<file path="config.mk">
export PLATFORM = sky130hd
export DESIGN_NAME = spi_txn_queue
export DESIGN_NICKNAME = d
export VERILOG_FILES = /design/src/rtl/spi_q_pkg.sv /design/src/rtl/spi_q_regs.sv /design/src/rtl/spi_q_launch.sv /design/src/rtl/spi_q_csdrv.sv /design/src/rtl/spi_txn_queue.sv
export SDC_FILE = /design/constraint.sdc
export NUM_CORES = 1
export LEC_CHECK = 0
export BUFFER_PORTS_ARGS = -buffer_cell sky130_fd_sc_hd__buf_4
export CAP_MARGIN = 0
export CORE_ASPECT_RATIO = 1.75
export CORE_MARGIN = 8
export CORE_UTILIZATION = 45
export DETAILED_ROUTE_END_ITERATION = 8
export GPL_TIMING_DRIVEN = 0
export PLACE_DENSITY = 0.68
export SYNTH_ARGS = -nofsm -noshare
export SYNTH_HDL_FRONTEND = slang
export SYNTH_SLANG_ARGS = --single-unit
</file>
<file path="constraint.sdc">
create_clock -name clk -period 4.71 [get_ports clk]
set_clock_uncertainty 0.1 [all_clocks]
set_input_delay 0.471 -clock clk [delete_from_list [all_inputs] [get_ports clk]]
set_output_delay 0.471 -clock clk [all_outputs]
set_load 0.1 [all_outputs]
</file>
<file path="src/rtl/spi_q_pkg.sv">
package spi_q_pkg;
    localparam int WORD_W = 32;
    localparam int LEN_W  = 8;
    localparam int MASK_W = 16;

    typedef enum logic [1:0] {
        A_DATA = 2'd0,
        A_XFER = 2'd1,
        A_CFG  = 2'd2,
        A_NONE = 2'd3
    } reg_addr_e;

    typedef struct packed {
        logic [LEN_W-1:0] rdiv;
        logic [LEN_W-1:0] wdiv;
        logic             half_dup;
        logic             lsb_first;
        logic             clk_phase;
        logic             clk_pol;
        logic             cs_pol;
        logic             offline;
    } cfg_t;

    typedef struct packed {
        logic [LEN_W-1:0]  rlen;
        logic [LEN_W-1:0]  wlen;
        logic [MASK_W-1:0] cs_mask;
    } xfer_t;

    function automatic logic [WORD_W-1:0] cfg_word(cfg_t c, logic act, logic pend);
        return {c.rdiv, c.wdiv, 8'h00, c.half_dup, c.lsb_first, c.clk_phase,
                c.clk_pol, c.cs_pol, pend, act, c.offline};
    endfunction

    function automatic cfg_t cfg_from_word(logic [WORD_W-1:0] w);
        cfg_t c;
        c.rdiv      = w[31:24];
        c.wdiv      = w[23:16];
        c.half_dup  = w[7];
        c.lsb_first = w[6];
        c.clk_phase = w[5];
        c.clk_pol   = w[4];
        c.cs_pol    = w[3];
        c.offline   = w[0];
        return c;
    endfunction
endpackage

</file>
<file path="src/rtl/spi_q_regs.sv">
module spi_q_regs
    import spi_q_pkg::*;
(
    input  logic              clk,
    input  logic              rst_n,
    input  logic              bus_stb,
    input  logic              bus_we,
    input  logic [1:0]        bus_adr,
    input  logic [WORD_W-1:0] bus_wdat,
    output logic              bus_ack,
    output logic [WORD_W-1:0] bus_rdat,
    input  logic              active_i,
    input  logic              pending_i,
    input  logic [WORD_W-1:0] rx_i,
    output logic              data_wr_o,
    output cfg_t              cfg_o,
    output xfer_t             xfer_o
);
    typedef struct packed {
        logic              ack;
        logic [WORD_W-1:0] rdat;
        cfg_t              cfg;
        xfer_t             xsh;
    } st_t;

    st_t       st_q, st_d;
    reg_addr_e adr_w;
    logic      accept_w;
    logic      hit_w;

    always_comb begin
        adr_w    = reg_addr_e'(bus_adr);
        // a data write into a full buffer waits without acknowledge
        accept_w = !(bus_we && adr_w == A_DATA && pending_i);
        hit_w    = bus_stb && !st_q.ack && accept_w;
        st_d     = st_q;
        st_d.ack = hit_w;
        if (hit_w && !bus_we) begin
            case (adr_w)
                A_DATA:  st_d.rdat = rx_i;
                A_XFER:  st_d.rdat = st_q.xsh;
                A_CFG:   st_d.rdat = cfg_word(st_q.cfg, active_i, pending_i);
                default: st_d.rdat = '0;
            endcase
        end
        if (hit_w && bus_we) begin
            case (adr_w)
                A_XFER:  st_d.xsh = xfer_t'(bus_wdat);
                A_CFG:   st_d.cfg = cfg_from_word(bus_wdat);
                default: ;
            endcase
        end
    end

    always_ff @(posedge clk) begin
        if (!rst_n) begin
            st_q             <= '0;
            st_q.cfg.offline <= 1'b1;
        end else begin
            st_q <= st_d;
        end
    end

    assign data_wr_o = hit_w && bus_we && (adr_w == A_DATA);
    assign bus_ack   = st_q.ack;
    assign bus_rdat  = st_q.rdat;
    assign cfg_o     = st_q.cfg;
    assign xfer_o    = st_q.xsh;

    // full buffer withholds the acknowledge
    p_hold_full_r5: assert property (@(posedge clk) disable iff (!rst_n)
        (bus_stb && bus_we && bus_adr == 2'd0 && pending_i) |=> !bus_ack);
endmodule

</file>
<file path="src/rtl/spi_q_launch.sv">
module spi_q_launch
    import spi_q_pkg::*;
(
    input  logic              clk,
    input  logic              rst_n,
    input  logic              data_wr_i,
    input  logic [WORD_W-1:0] data_i,
    input  xfer_t             xfer_i,
    input  logic              eng_done_i,
    input  logic [WORD_W-1:0] eng_rx_i,
    output logic              start_o,
    output logic [WORD_W-1:0] tx_o,
    output xfer_t             cur_o,
    output logic              active_o,
    output logic              pending_o,
    output logic [WORD_W-1:0] rx_o
);
    typedef struct packed {
        logic              pend;
        logic [WORD_W-1:0] hold;
        logic              act;
        logic              start;
        xfer_t             cur;
        logic [WORD_W-1:0] tx;
        logic [WORD_W-1:0] rx;
    } st_t;

    st_t  st_q, st_d;
    logic done_w;
    logic launch_w;

    always_comb begin
        done_w   = eng_done_i && st_q.act;
        // idle launch, or chained launch on the done edge
        launch_w = st_q.pend && (!st_q.act || done_w);
        st_d       = st_q;
        st_d.start = launch_w;
        if (launch_w) begin
            st_d.cur = xfer_i;
            st_d.tx  = st_q.hold;
            st_d.act = 1'b1;
        end else if (done_w) begin
            st_d.act = 1'b0;
        end
        if (data_wr_i) begin
            st_d.pend = 1'b1;
            st_d.hold = data_i;
        end else if (launch_w) begin
            st_d.pend = 1'b0;
        end
        if (done_w) begin
            st_d.rx = eng_rx_i;
        end
    end

    always_ff @(posedge clk) begin
        if (!rst_n) st_q <= '0;
        else        st_q <= st_d;
    end

    assign start_o   = st_q.start;
    assign tx_o      = st_q.tx;
    assign cur_o     = st_q.cur;
    assign active_o  = st_q.act;
    assign pending_o = st_q.pend;
    assign rx_o      = st_q.rx;

    // every launch comes from an occupied buffer
    p_start_from_buf_r3: assert property (@(posedge clk) disable iff (!rst_n)
        st_q.start |-> $past(st_q.pend));
    // done with a word waiting keeps the transfer running and relaunches
    p_chain_r4: assert property (@(posedge clk) disable iff (!rst_n)
        (st_q.act && eng_done_i && st_q.pend) |=> (st_q.act && st_q.start));
    // done with nothing waiting ends the transfer
    p_release_r6: assert property (@(posedge clk) disable iff (!rst_n)
        (st_q.act && eng_done_i && !st_q.pend) |=> !st_q.act);
    // running parameters hold between launches
    p_setup_frozen_r7: assert property (@(posedge clk) disable iff (!rst_n)
        (st_q.act && !(eng_done_i && st_q.pend)) |=> $stable(st_q.cur));
endmodule

</file>
<file path="src/rtl/spi_q_csdrv.sv">
module spi_q_csdrv #(
    parameter int NCS = 16
) (
    input  logic           active_i,
    input  logic [NCS-1:0] mask_i,
    input  logic           cs_pol_i,
    input  logic           offline_i,
    output logic [NCS-1:0] sel_n_o,
    output logic           pins_oe_o
);
    for (genvar g = 0; g < NCS; g++) begin : g_line
        assign sel_n_o[g] = (active_i && mask_i[g]) ? cs_pol_i : ~cs_pol_i;
    end
    assign pins_oe_o = ~offline_i;
endmodule

</file>
<file path="src/rtl/spi_txn_queue.sv">
module spi_txn_queue
    import spi_q_pkg::*;
#(
    parameter int NCS = 16
) (
    input  logic              clk,
    input  logic              rst_n,
    input  logic              bus_stb,
    input  logic              bus_we,
    input  logic [1:0]        bus_adr,
    input  logic [WORD_W-1:0] bus_wdat,
    output logic              bus_ack,
    output logic [WORD_W-1:0] bus_rdat,
    output logic              eng_start,
    output logic [WORD_W-1:0] eng_tx,
    output logic [LEN_W-1:0]  eng_wbits,
    output logic [LEN_W-1:0]  eng_rbits,
    input  logic              eng_done,
    input  logic [WORD_W-1:0] eng_rx,
    output logic              mode_clk_pol,
    output logic              mode_clk_phase,
    output logic              mode_lsb_first,
    output logic              mode_half_duplex,
    output logic [LEN_W-1:0]  wr_div_m2,
    output logic [LEN_W-1:0]  rd_div_m2,
    output logic              pins_oe,
    output logic [NCS-1:0]    sel_n
);
    logic              data_wr_w;
    logic              active_w;
    logic              pending_w;
    logic [WORD_W-1:0] rx_w;
    cfg_t              cfg_w;
    xfer_t             xsh_w;
    xfer_t             cur_w;

    spi_q_regs u_regs (
        .clk       (clk),
        .rst_n     (rst_n),
        .bus_stb   (bus_stb),
        .bus_we    (bus_we),
        .bus_adr   (bus_adr),
        .bus_wdat  (bus_wdat),
        .bus_ack   (bus_ack),
        .bus_rdat  (bus_rdat),
        .active_i  (active_w),
        .pending_i (pending_w),
        .rx_i      (rx_w),
        .data_wr_o (data_wr_w),
        .cfg_o     (cfg_w),
        .xfer_o    (xsh_w)
    );

    spi_q_launch u_launch (
        .clk        (clk),
        .rst_n      (rst_n),
        .data_wr_i  (data_wr_w),
        .data_i     (bus_wdat),
        .xfer_i     (xsh_w),
        .eng_done_i (eng_done),
        .eng_rx_i   (eng_rx),
        .start_o    (eng_start),
        .tx_o       (eng_tx),
        .cur_o      (cur_w),
        .active_o   (active_w),
        .pending_o  (pending_w),
        .rx_o       (rx_w)
    );

    spi_q_csdrv #(.NCS(NCS)) u_cs (
        .active_i  (active_w),
        .mask_i    (cur_w.cs_mask[NCS-1:0]),
        .cs_pol_i  (cfg_w.cs_pol),
        .offline_i (cfg_w.offline),
        .sel_n_o   (sel_n),
        .pins_oe_o (pins_oe)
    );

    assign eng_wbits        = cur_w.wlen;
    assign eng_rbits        = cur_w.rlen;
    assign mode_clk_pol     = cfg_w.clk_pol;
    assign mode_clk_phase   = cfg_w.clk_phase;
    assign mode_lsb_first   = cfg_w.lsb_first;
    assign mode_half_duplex = cfg_w.half_dup;
    assign wr_div_m2        = cfg_w.wdiv;
    assign rd_div_m2        = cfg_w.rdiv;
endmodule

</file>
# Word-level counts from Yosys, hierarchy flattened
# Cells that the tools add are included.
dict set report totals {
  regBits 218
  inputBits 71
}
dict set report op_classes {
  n_reduce_logical 35
  eq_ne 2
  n_bitwise 2
  mux 21
}
# cell n
set ops {}
lappend ops {{32-bit one-hot mux with 3 select lines} 1}
lappend ops {{1-bit logical AND} 25}
lappend ops {{1-bit 2-to-1 mux} 20}
lappend ops {{1-bit logical NOT} 4}
lappend ops {{2-bit AND reduction} 2}
lappend ops {{2-bit nonzero test} 2}
lappend ops {{2-bit by 1-bit == test with 1-bit output, second input constant} 1}
lappend ops {{2-bit == test, second input constant} 1}
lappend ops {{2-bit logical NOT} 1}
lappend ops {{1-bit NOT} 2}
lappend ops {{1-bit logical OR} 1}

# Longest topological paths before layout
# Gate-level depths: netlist (run 1).
dict set report logic_depth {
  word_depth 8
  ltp_mapped 6
  depth_no_buf 3
}

# By module
# From an unflattened synthesis (run 1), not the netlist that was laid out.
dict set report unflattened {
  cells_unflattened 1082
  hier_area_um2 9815.7
}
# mod n_inst cells_each seq_area_each_um2 area_each_um2
set modules_own_cells {}
lappend modules_own_cells {spi_q_launch 1 626 2622.5 5778.0}
lappend modules_own_cells {spi_q_regs 1 419 1741.7 3741.1}
lappend modules_own_cells {spi_q_csdrv 1 37 0.0 296.5}

# Worst setup path after synthesis (run 1)
# OpenSTA, ideal clock, no wires.
dict set report synth_path {
  path_kind {register to output}
  startpoint {reg u_regs.st_q, in the netlist u_regs.cfg_o[1]}
  endpoint {out sel_n[0]}
  stages_incl_launch_ff 4
  path_buffers 2
  arrival_time_ns 2.397
  setup_slack_ns 1.742
  path_cell_list {dfxtp_1 > clkbuf_1 > buf_2 > xor2_1}
}
dict set report synth_via {
  elab_chain_len 2
}
# element line_no
set synth_lines {}
lappend synth_lines {{start, declared} spi_q_regs.sv:26} ;# st_t st_q, st_d;
lappend synth_lines {{start signal, assigned} spi_q_regs.sv:60} ;# st_q <= st_d;
lappend synth_lines {{1-bit NOT} spi_q_csdrv.sv:12} ;# assign sel_n_o[g] = (active_i && mask_i[g]) ? cs_pol_i : ~cs_pol_i;
lappend synth_lines {{1-bit 2-to-1 mux (*)} spi_q_csdrv.sv:12}
lappend synth_lines {{end, declared} spi_txn_queue.sv:27} ;# output logic [NCS-1:0] sel_n
# Every way passes the cells marked *; elsewhere a longest branch is shown, timed or not.

# Worst setup path in the final report (run 1)
dict set report layout_path {
  startpoint {reg u_launch.st_q, in the netlist u_launch.active_o}
  endpoint {out sel_n[4]}
}
dict set report layout_via {
  elab_chain_len 2
}
# element line_no
set layout_lines {}
lappend layout_lines {{start, declared} spi_q_launch.sv:28} ;# st_t st_q, st_d;
lappend layout_lines {{start signal, assigned} spi_q_launch.sv:58} ;# else st_q <= st_d;
lappend layout_lines {{1-bit logical AND} spi_q_csdrv.sv:12}
lappend layout_lines {{1-bit 2-to-1 mux} spi_q_csdrv.sv:12}
# Every way passes these cells.

==> results.md, run 1 <==
- Worst slew pin tran: 1.045 ns
- Register area share after synthesis: 48.09%
- Crit path capture type: output pin
- I/O pin count: 190
- Reg2Reg Depth: 4
- Max_cap viols: 0
- Full die area: 25150 um2
- First-pass GRT wire length: 46730 um
- Layout area overhead: 26.35%
- Leak Pwr: 0.004294 uW
- Outcome: complete, no violations
- Core box area: 20030 um2
- Remaining Overflow, GRT: 0
- WL/cell: 20.00 um
- Vias per cell: 5.649
- Largest net degree at the start of global routing: 16
- Vias in the first global route: 8717
- # clock sinks: 218
- Dpl hpwl: 23790 um
- Post-Syn Area: 9075 um2
- Remaining DRCs: 0
- CTS resizes: 0
- Final setup viols: 0
- DRT Wirelength: 31200 um
- CTS tree: yes
- Worst Hold End: u_launch.rx_o[15]
- Number of buffers created by CTS: 20
- Initial antenna violation count: 0
- Setup TNS: 0 ns
- Skew-Pair Late Insertion Delay: 0.50 ns
- R2R Path Start: u_regs.bus_ack
- FMAX: 344.5 MHz
- Pre-Repair DR Iteration Count: 5
- Reg2reg end: u_regs.bus_rdat[27]
- FILL cells: 1991
- Crit path top cell by count: clkbuf_1
- Nets: 1369
- Synth warnings: 0
- Post-synthesis register bit count: 218
- Via count: 8812
- Syn Inst Count: 1087
- Peak supply drop: 336.5 uV
- Detail Route Antenna Nets: 0
- Worst-path clk slew: 0.07 ns
- Period utilisation layout: 61.63%
- Setup bufs post-CTS: 0
- Final Critical Period: 2.903 ns
- Rel. slew slack: 29.92%
- Commonest non-fill, non-tap cell in the layout: buf_4
- Tot Pwr: 3843 uW
- CTS root buf: clkbuf_16
- Count of cell types in the netlist: 30
- Initial Utilization: 45.31%
- Die Wd: 123.4 um
- Fin. Hold Viols: 0
- R2R setup slack: 2.54 ns
- H-Tree Depth: 1
- Hold depth: 3
- Class of the worst hold path: in2reg
- Initial drt markers: 806
- Critical Path AT: 2.33 ns
- Worst-path fanout max: 10
- WP data required: 4.14 ns
- Crit Path Category: reg2out
- Slowest CP cell: clkbuf_1
- Most frequent cells in the layout: 237 x buf_4, 218 x dfxtp_1, 191 x a21oi_1
- Mapped Nets: 1158
- Start point of the worst min-delay path: eng_rx[15]
- Unrepaired setup endpoints after global routing: no
- Syn Area/Cell: 8.349 um2
- Row cnt: 69
- # diodes: 0
- Slew Limit Fails: 0
- Pwr/cell area: 335.2 nW/um2
- CTS max path bufs: 3
- Die Span Y: 203.9 um
- Worst-path cell chain: clkbuf_1 -> clkbuf_1 -> nand2_1 -> xor2_1 -> buf_4
- Layout cells sized above 1: 22.03%
- GRT Total Usage: 23.90%
- CTS Hold Bufs: 0
- I/O Buffers: 189
- Placer Congestion: 0.9039
- Max incr delay on CP: 0.54 ns
- CP startpoint kind: register
-- stage by stage --
| step | hold slack [ns] | setup WS [ns] | instance area, um2 | cells | util (%) |
|---|---|---|---|---|---|
| 5_1_grt | 0.1065 | 1.648 | 11470 | 1560 | 57.25 |
| 3_5_place_dp | 0.3461 | 2.315 | 10800 | 1524 | 53.94 |
| 4_1_cts | 0.1098 | 1.793 | 11470 | 1560 | 57.25 |
| 2_1_floorplan | 0.3357 | 1.742 | 9075 | 1087 | - |
| 6_report | 0.1180 | 1.807 | 11470 | 1560 | 57.25 |
| 3_3_place_gp | 0.3415 | 2.329 | 10800 | 1524 | 53.94 |
-- state kept, by name, indices dropped and copies added, names as in the netlist --
name and cells:
u_launch.active_o 1, u_launch.cur_o 32, u_launch.pending_o 1, u_launch.rx_o 32, u_launch.st_q 32, u_launch.start_o 1
u_launch.tx_o 32, u_regs.bus_ack 1, u_regs.bus_rdat 32, u_regs.cfg_o 22, u_regs.xfer_o 32
-- cells by family (layout without fill, tap and decap cells) --
family	count (synthesis)	count (layout)	share of synthesized area, %
AOI/OAI and AO/OA	391	391	23.55
DFF	218	218	48.09
and+or+nand+nor	266	266	13.98
buffers and inverters	164	389	9.306
muxes	32	32	3.530
xor gates and xnor gates	16	16	1.544
-- cell type report --
type                       count  area, um2  area share (%)
clock buffer                  32      616.8           5.380
sequential                   218       4364           38.06
buffer                       161      833.3           7.268
timing repair buffer         189       1419           12.37
tap                          248      310.3           2.706
clock inverter                 4      45.04          0.3928
inverter                       3      11.26         0.09821
multi-input combinational    705       3866           33.72
-- Yosys cell counts (all sizes together) --
master	n	area, um2
nand2b	3	18.77
nor3	1	5.000
and3b	1	8.760
o21ai	150	750.7
mux2i	32	320.3
a211oi	1	7.510
xor2	16	140.1
nand2	89	334.1
or3	8	50.05
and2	2	12.51
nor3b	2	20.02
nand3	151	755.7
nor2	1	3.750
a22oi	1	7.510
nor2b	3	18.77
dfxtp	218	4364
or3b	3	26.28
inv	3	11.26
buf	69	488.0
o22ai	2	12.51
o2bb2ai	22	192.7
nand3b	2	15.01
a22o	24	210.2
clkbuf	92	345.3
a21oi	191	955.9
-- routing by layer --
metal	up-vias	global-route usage, %	part of all wire (%)	wire length [um]
li1	4209	-	-	-
met1	4158	25.85	36	11140
met2	359	43.20	52	16150
met3	86	3.485	7.0	2193
met4	0	12.84	5.5	1715
met5	-	0	0	0
-- worst max path at each step --
stage | depth (start not counted) | end | start | slack, ns
after floorplan | 3 | sel_n[0] | u_regs.cfg_o[1] | 1.74
after CTS | 5 | sel_n[10] | u_launch.active_o | 1.79
final | 5 | sel_n[4] | u_launch.active_o | 1.81
after global routing | 5 | sel_n[0] | u_launch.active_o | 1.65
after detailed placement | 5 | sel_n[10] | u_launch.active_o | 2.32
after global placement | 5 | sel_n[10] | u_launch.active_o | 2.33
-- worst max-delay path, delay by kind of cell (launching register included) --
kind,cells,cell delay [ns]
xor gates and xnor gates,1,0.14
buffers and inverters,3,1.22
and+or+nand+nor,1,0.12
DFF,1,0.34
-- power breakdown --
part	total (uW)	switching (uW)	internal [uW]
clock network	1650	695	953
logic	320	226	93.6
registers	1880	15.4	1860
total	3840	937	2910
Note: power is estimated with default switching activity, not from simulation.
==> run 2: changes to the inputs <==
Settings changed: PLACE_DENSITY 0.68 to 0.7.
Clock period 4.71 ns to 2.5 ns, I/O delays scaled along.
==> run 2 against run 1 <==
Effect of this change:
- flip-flop and latch count unchanged
- first-iteration DRC count down 12%
- critical path depth decreased by 2
- critical path type unchanged
- largest power group unchanged
==> results.md, run 2 (synthesis results as in run 1) <==
- Full die area: 25150 um2
- Via count: 9151
- Slew Limit Fails: 0
- Pre-CTS WS: 0.2343 ns
- Worst-path cell chain: buf_2 -> xor2_1 -> buf_4
- Final Critical Period: 2.321 ns
- Nets: 1433
- Critical Path AT: 1.97 ns
- # clock sinks: 218
- First-pass GRT wire length: 48920 um
- I/O Buffers: 189
- Unrepaired setup endpoints after global routing: no
- Placer Congestion: 0.9158
- Rel. slew slack: 38.40%
- Largest net degree at the start of global routing: 20
- Row cnt: 69
- Fin area: 12150 um2
- Remaining Overflow, GRT: 0
- R2R setup slack: 0.19 ns
- Layout cells sized above 1: 21.12%
- Class of the worst hold path: in2reg
- Slowest CP cell: dfxtp_1
- GRT Total Usage: 24.93%
- Max incr delay on CP: 0.60 ns
- WP data required: 2.15 ns
- Initial drt markers: 708
- Post-DP Area: 10800 um2
- Reg2Reg Depth: 6
- DRT Wirelength: 32100 um
- Vias per cell: 5.645
- Fin. Hold Viols: 0
- Crit path capture type: output pin
- Reg2reg end: u_regs.cfg_o[0]
- Commonest non-fill, non-tap cell in the layout: buf_4
- Remaining DRCs: 0
- Period utilisation layout: 92.83%
- Setup TNS: 0 ns
- Worst Hold End: u_regs.bus_ack
- Final setup viols: 0
- Core box area: 20030 um2
- WL/cell: 19.80 um
- H-Tree Depth: 1
- Final core occ: 60.66%
- Layout area overhead: 33.89%
- CTS tree: yes
- Skew-Pair Late Insertion Delay: 0.50 ns
- R2R Path Start: u_regs.bus_ack
- Die Span Y: 203.9 um
- Peak supply drop: 496.1 uV
- Tot Pwr: 7486 uW
- Hold depth: 3
- Outcome: complete, no violations
- Number of buffers created by CTS: 20
- Pre-Repair DR Iteration Count: 6
- Worst slew pin tran: 0.9185 ns
- Dpl hpwl: 23830 um
- Worst-path fanout max: 10
- CP startpoint kind: register
- Most frequent cells in the layout: 237 x buf_4, 218 x dfxtp_1, 191 x a21oi_1
- Leak Pwr: 0.004581 uW
- Initial antenna violation count: 0
- CTS max path bufs: 3
- Final setup margin: 0.1793 ns
- Start point of the worst min-delay path: bus_stb
- Crit Path Category: reg2out
- Die Wd: 123.4 um
- FMAX: 430.9 MHz
- Detail Route Antenna Nets: 0
- Setup bufs post-CTS: 0
- CTS root buf: clkbuf_16
- Worst-path clk slew: 0.07 ns
- # diodes: 0
- Initial Utilization: 45.31%
- I/O pin count: 190
- Pwr/cell area: 616.1 nW/um2
- Vias in the first global route: 9190
- Max_cap viols: 0
run 2: cell count changes in the layout (fill, tap and decap cells not counted), sizes merged:
cell,change
bufinv,+2
dlygate4sd3,+66
clkinv,-1
clkbuf,-6
run 2: metrics by stage:
stage / hold slack, ns / std cells
floorplan: 0.2218 / 1087
finish: 0.02262 / 1621
global route: 0.03838 / 1621
global placement: 0.3415 / 1524
detailed placement: 0.3467 / 1524
CTS: 0.007897 / 1621
run 2: what timing repair did:
action                                  in CTS  in global routing
endpoints found under the hold margin      118                  0
endpoints found under the setup margin      10                  0
hold buffers                                66                  0
resized for setup                            1                  0
run 2: critical path: cells and delay by family, from the launching register on:
family    cells  cell delay, ns
xor+xnor      1            0.20
buf+inv       2            0.68
flops         1            0.60
run 2: cell type report:
type	instances	area (um2)
fillers	1878	7879
flip-flops and latches	218	4364
multi-input cells	705	3866
repair buffers	255	2079
plain buffers	159	827.0
clock buffers	28	591.8
well taps	248	310.3
clock inverters	5	100.1
inverters	3	11.26
run 2: worst max-delay path by stage:
| stage | startpoint | to | slack [ns] | depth (start not counted) |
|---|---|---|---|---|
| after floorplan | u_regs.cfg_o[1] | sel_n[0] | -0.25 | 3 |
| after global placement | u_launch.active_o | sel_n[11] | 0.31 | 5 |
| after detailed placement | u_launch.active_o | sel_n[4] | 0.23 | 5 |
| after CTS | u_regs.cfg_o[1] | sel_n[4] | 0.15 | 3 |
| after global routing | u_regs.bus_ack | u_regs.cfg_o[0] | 0.08 | 6 |
| final | u_regs.cfg_o[1] | sel_n[3] | 0.18 | 3 |
run 2: power by group:
part / switching [uW] / total (uW) / internal [uW]
logic: 442 / 685 / 243
registers: 30.9 / 3540 / 3500
clock network: 1310 / 3260 / 1950
run 2: layer usage:
metal | wire (um) | track usage, % | up-vias
li1 | - | - | 4347
met1 | 11610 | 26.65 | 4361
met2 | 16680 | 45.12 | 342
met4 | 1999 | 15.05 | 0
met3 | 1814 | 2.960 | 101
met5 | 0 | 0 | -
==> run 3: changes to the inputs <==
Settings changed: SYNTH_HIERARCHICAL set to 1.
Clock period 2.5 ns to 1.9 ns, I/O delays scaled along.
==> run 3 against run 2 <==
Effect of this change:
- count of clock-buffer cells in the layout rose by 1
- via count is 7.7% lower
- critical endpoint is now sel_n[0]
- sequential share of layout area shrank 3.4 points
- first-iteration DRC count shrank 13%
- flip-flop and latch count stayed put
- largest power group unchanged
==> results.md, run 3 <==
- Outcome: complete, no violations
- Clock share of power: 45.0%
- Post-synthesis register bit count: 218
- Asr flop ratio synth: 0%
- Psw: 2429 uW
- Nets: 1435
- Initial Utilization: 45.66%
- Synth top area cells: dfxtp_1 44%, mux2i_1 13%, nand2_1 7.9%
- CTS max path bufs: 3
- Sw Ratio: 23.78%
- Worst-path clk slew: 0.06 ns
- Setup TNS: 0 ns
- WL/cell: 18.75 um
- Most frequent cells in the layout: 278 x buf_4, 215 x dfxtp_1, 207 x nand2_1
- Max_cap viols: 0
- Vias per cell: 5.059
- Max incr delay on CP: 0.39 ns
- Class of the worst hold path: in2reg
- GRT Total Usage: 22.68%
- Peak supply drop: 564.4 uV
- Register area: 4375 um2
- Number of buffers created by CTS: 21
- Leading cell types by count after synthesis: 218 x dfxtp_1, 207 x nand2_1, 128 x mux2i_1, 101 x buf_4, 65 x a21oi_1
- Final Critical Period: 1.884 ns
- H-Tree Depth: 1
- Row cnt: 71
- Commonest non-fill, non-tap cell in the layout: buf_4
- Seq pwr share: 45.6%
- Non-Filler Instances: 1670
- Area leader, netlist: dfxtp_1
- Multi-input logic area: 4405 um2
- Synth warnings: 6
- Layout cells sized above 1: 28.96%
- DRT Wirelength: 31320 um
- Final setup viols: 0
- Die Span Y: 211.4 um
- Placer Congestion: 0.8924
- Die Wd: 127.6 um
- Most used DFF post-synth: dfxtp_1
- Crit Path Category: reg2out
- Count of cell types in the netlist: 38
- Post-DP Area: 11670 um2
- Worst-path cell chain: buf_12 -> buf_12 -> xor2_2 -> buf_12
- FMAX: 530.8 MHz
- Core box area: 21500 um2
- Crit path top cell by count: buf_12
- Worst-path fanout max: 8
- Mapped Nets: 1153
- Dpl hpwl: 23660 um
- Remaining DRCs: 0
- CTS root buf: clkbuf_16
- Fin area: 13460 um2
- I/O Buffers: 189
- Syn Area/Cell: 9.072 um2
- Worst path buffer plus inverter count: 3
- CP startpoint kind: register
- # clock sinks: 218
- Detail Route Antenna Nets: 0
- Placed insts: 1563
- WP data required: 1.61 ns
- Period utilisation layout: 99.15%
- Rel. slew slack: 62.74%
- Most frequent cell after synthesis: dfxtp_1
- Vias in the first global route: 8838
- Initial antenna violation count: 0
- Layout area overhead: 37.13%
- Worst slew pin tran: 0.5589 ns
- Post-Syn Area: 9816 um2
- Full die area: 26980 um2
- Slowest CP cell: dfxtp_4
- Pwr/cell area: 758.7 nW/um2
- Top cell type's share of synthesized area: 44.46%
- First-pass GRT wire length: 47680 um
- Syn Inst Count: 1082
- Logic pwr share: 9.4%
- Largest net degree at the start of global routing: 16
- Via count: 8449
- Crit path capture type: output pin
- Skew-Pair Late Insertion Delay: 0.50 ns
- # diodes: 0
- Post-synth EDFFs: 0
- Leak Pwr: 0.005297 uW
- Critical Path AT: 1.59 ns
- Final setup margin: 0.01618 ns
- Pre-Repair DR Iteration Count: 5
- Remaining Overflow, GRT: 0
- Fin. Hold Viols: 0
- Kind of cell adding the most delay to the critical path: buffers and inverters
- I/O pin count: 190
- Initial drt markers: 613
- FILL cells: 1871
- Min Hold Slack: 0.05048 ns
- Register area share after synthesis: 44.46%
- Pre-CTS WS: -0.4320 ns
- Unrepaired setup endpoints after global routing: yes
- Slew Limit Fails: 0
- P_int: 7783 uW
- CTS tree: yes
-- run 3: logic make-up (layout without fill, tap and decap cells) --
family	count (synthesis)	after routing	share of synthesized area, %
AO/OA/AOI/OAI	201	201	12.87
multiplexers	128	128	13.05
buffers and inverters	189	485	12.66
flip-flops	218	218	44.46
XOR/XNOR	16	16	1.428
AND/OR/NAND/NOR	330	330	15.53
-- run 3: routing by layer --
layer	part of all wire [%]	wire, um	track usage (%)	up-vias
met4	6.4	1990	13.69	0
met5	0	0	0	-
li1	-	-	-	4117
met2	53	16490	42.79	286
met3	4.8	1515	3.502	95
met1	36	11320	22.80	3951
-- run 3: stage by stage --
| stage | util [%] | power, uW |
|---|---|---|
| global route | 62.61 | 10530 |
| detailed placement | 54.29 | 5577 |
| CTS | 62.05 | 10260 |
| global placement | 54.29 | 5570 |
| floorplan | - | 5243 |
| finish | 62.61 | 10210 |
-- run 3: power groups by stage --
stage	Sequential (uW)	Combinational (uW)	Clock, uW
after floorplan	4840	404	0
after global placement	4760	808	0
after detailed placement	4760	815	0
after CTS	4660	947	4650
after global routing	4660	1020	4860
final	4660	963	4590
-- run 3: path summary, 6_finish.rpt --
kind | from | endpoint | slack (ns) | cells after the start
worst min-delay path | bus_adr[0] | u_regs/xfer_o[23] | 0.05 | 4
worst max register to register | u_regs/bus_ack | u_launch/st_q[128] | 0.09 | 7
worst min register to register | u_launch/rx_o[18] | u_launch/rx_o[18] | 0.35 | 2
worst max-delay path | u_regs/cfg_o[1] | sel_n[0] | 0.02 | 4
-- run 3: repair_timing --
item                                   in CTS  in global routing
setup endpoints to repair                  46                 60
endpoints found under the hold margin     124                  0
gates cloned                                1                  1
setup buffers                               1                  1
resized for setup                          45                 20
pin swaps                                   0                  2
hold buffers                               67                  0
-- run 3: area by class of cell --
type	instances	area share [%]
multi-input cells	675	32.73
flip-flops and latches	218	32.51
repair buffers	260	17.08
plain buffers	184	9.258
clock buffers	29	4.508
well taps	292	2.714
clock inverters	8	1.097
inverters	4	0.1115
-- run 3: worst min-delay path, stage by stage --
cell,delay (ns)
buf_4,0.11
inv_1,0.08
o21ai_0,0.16
a21oi_1,0.06
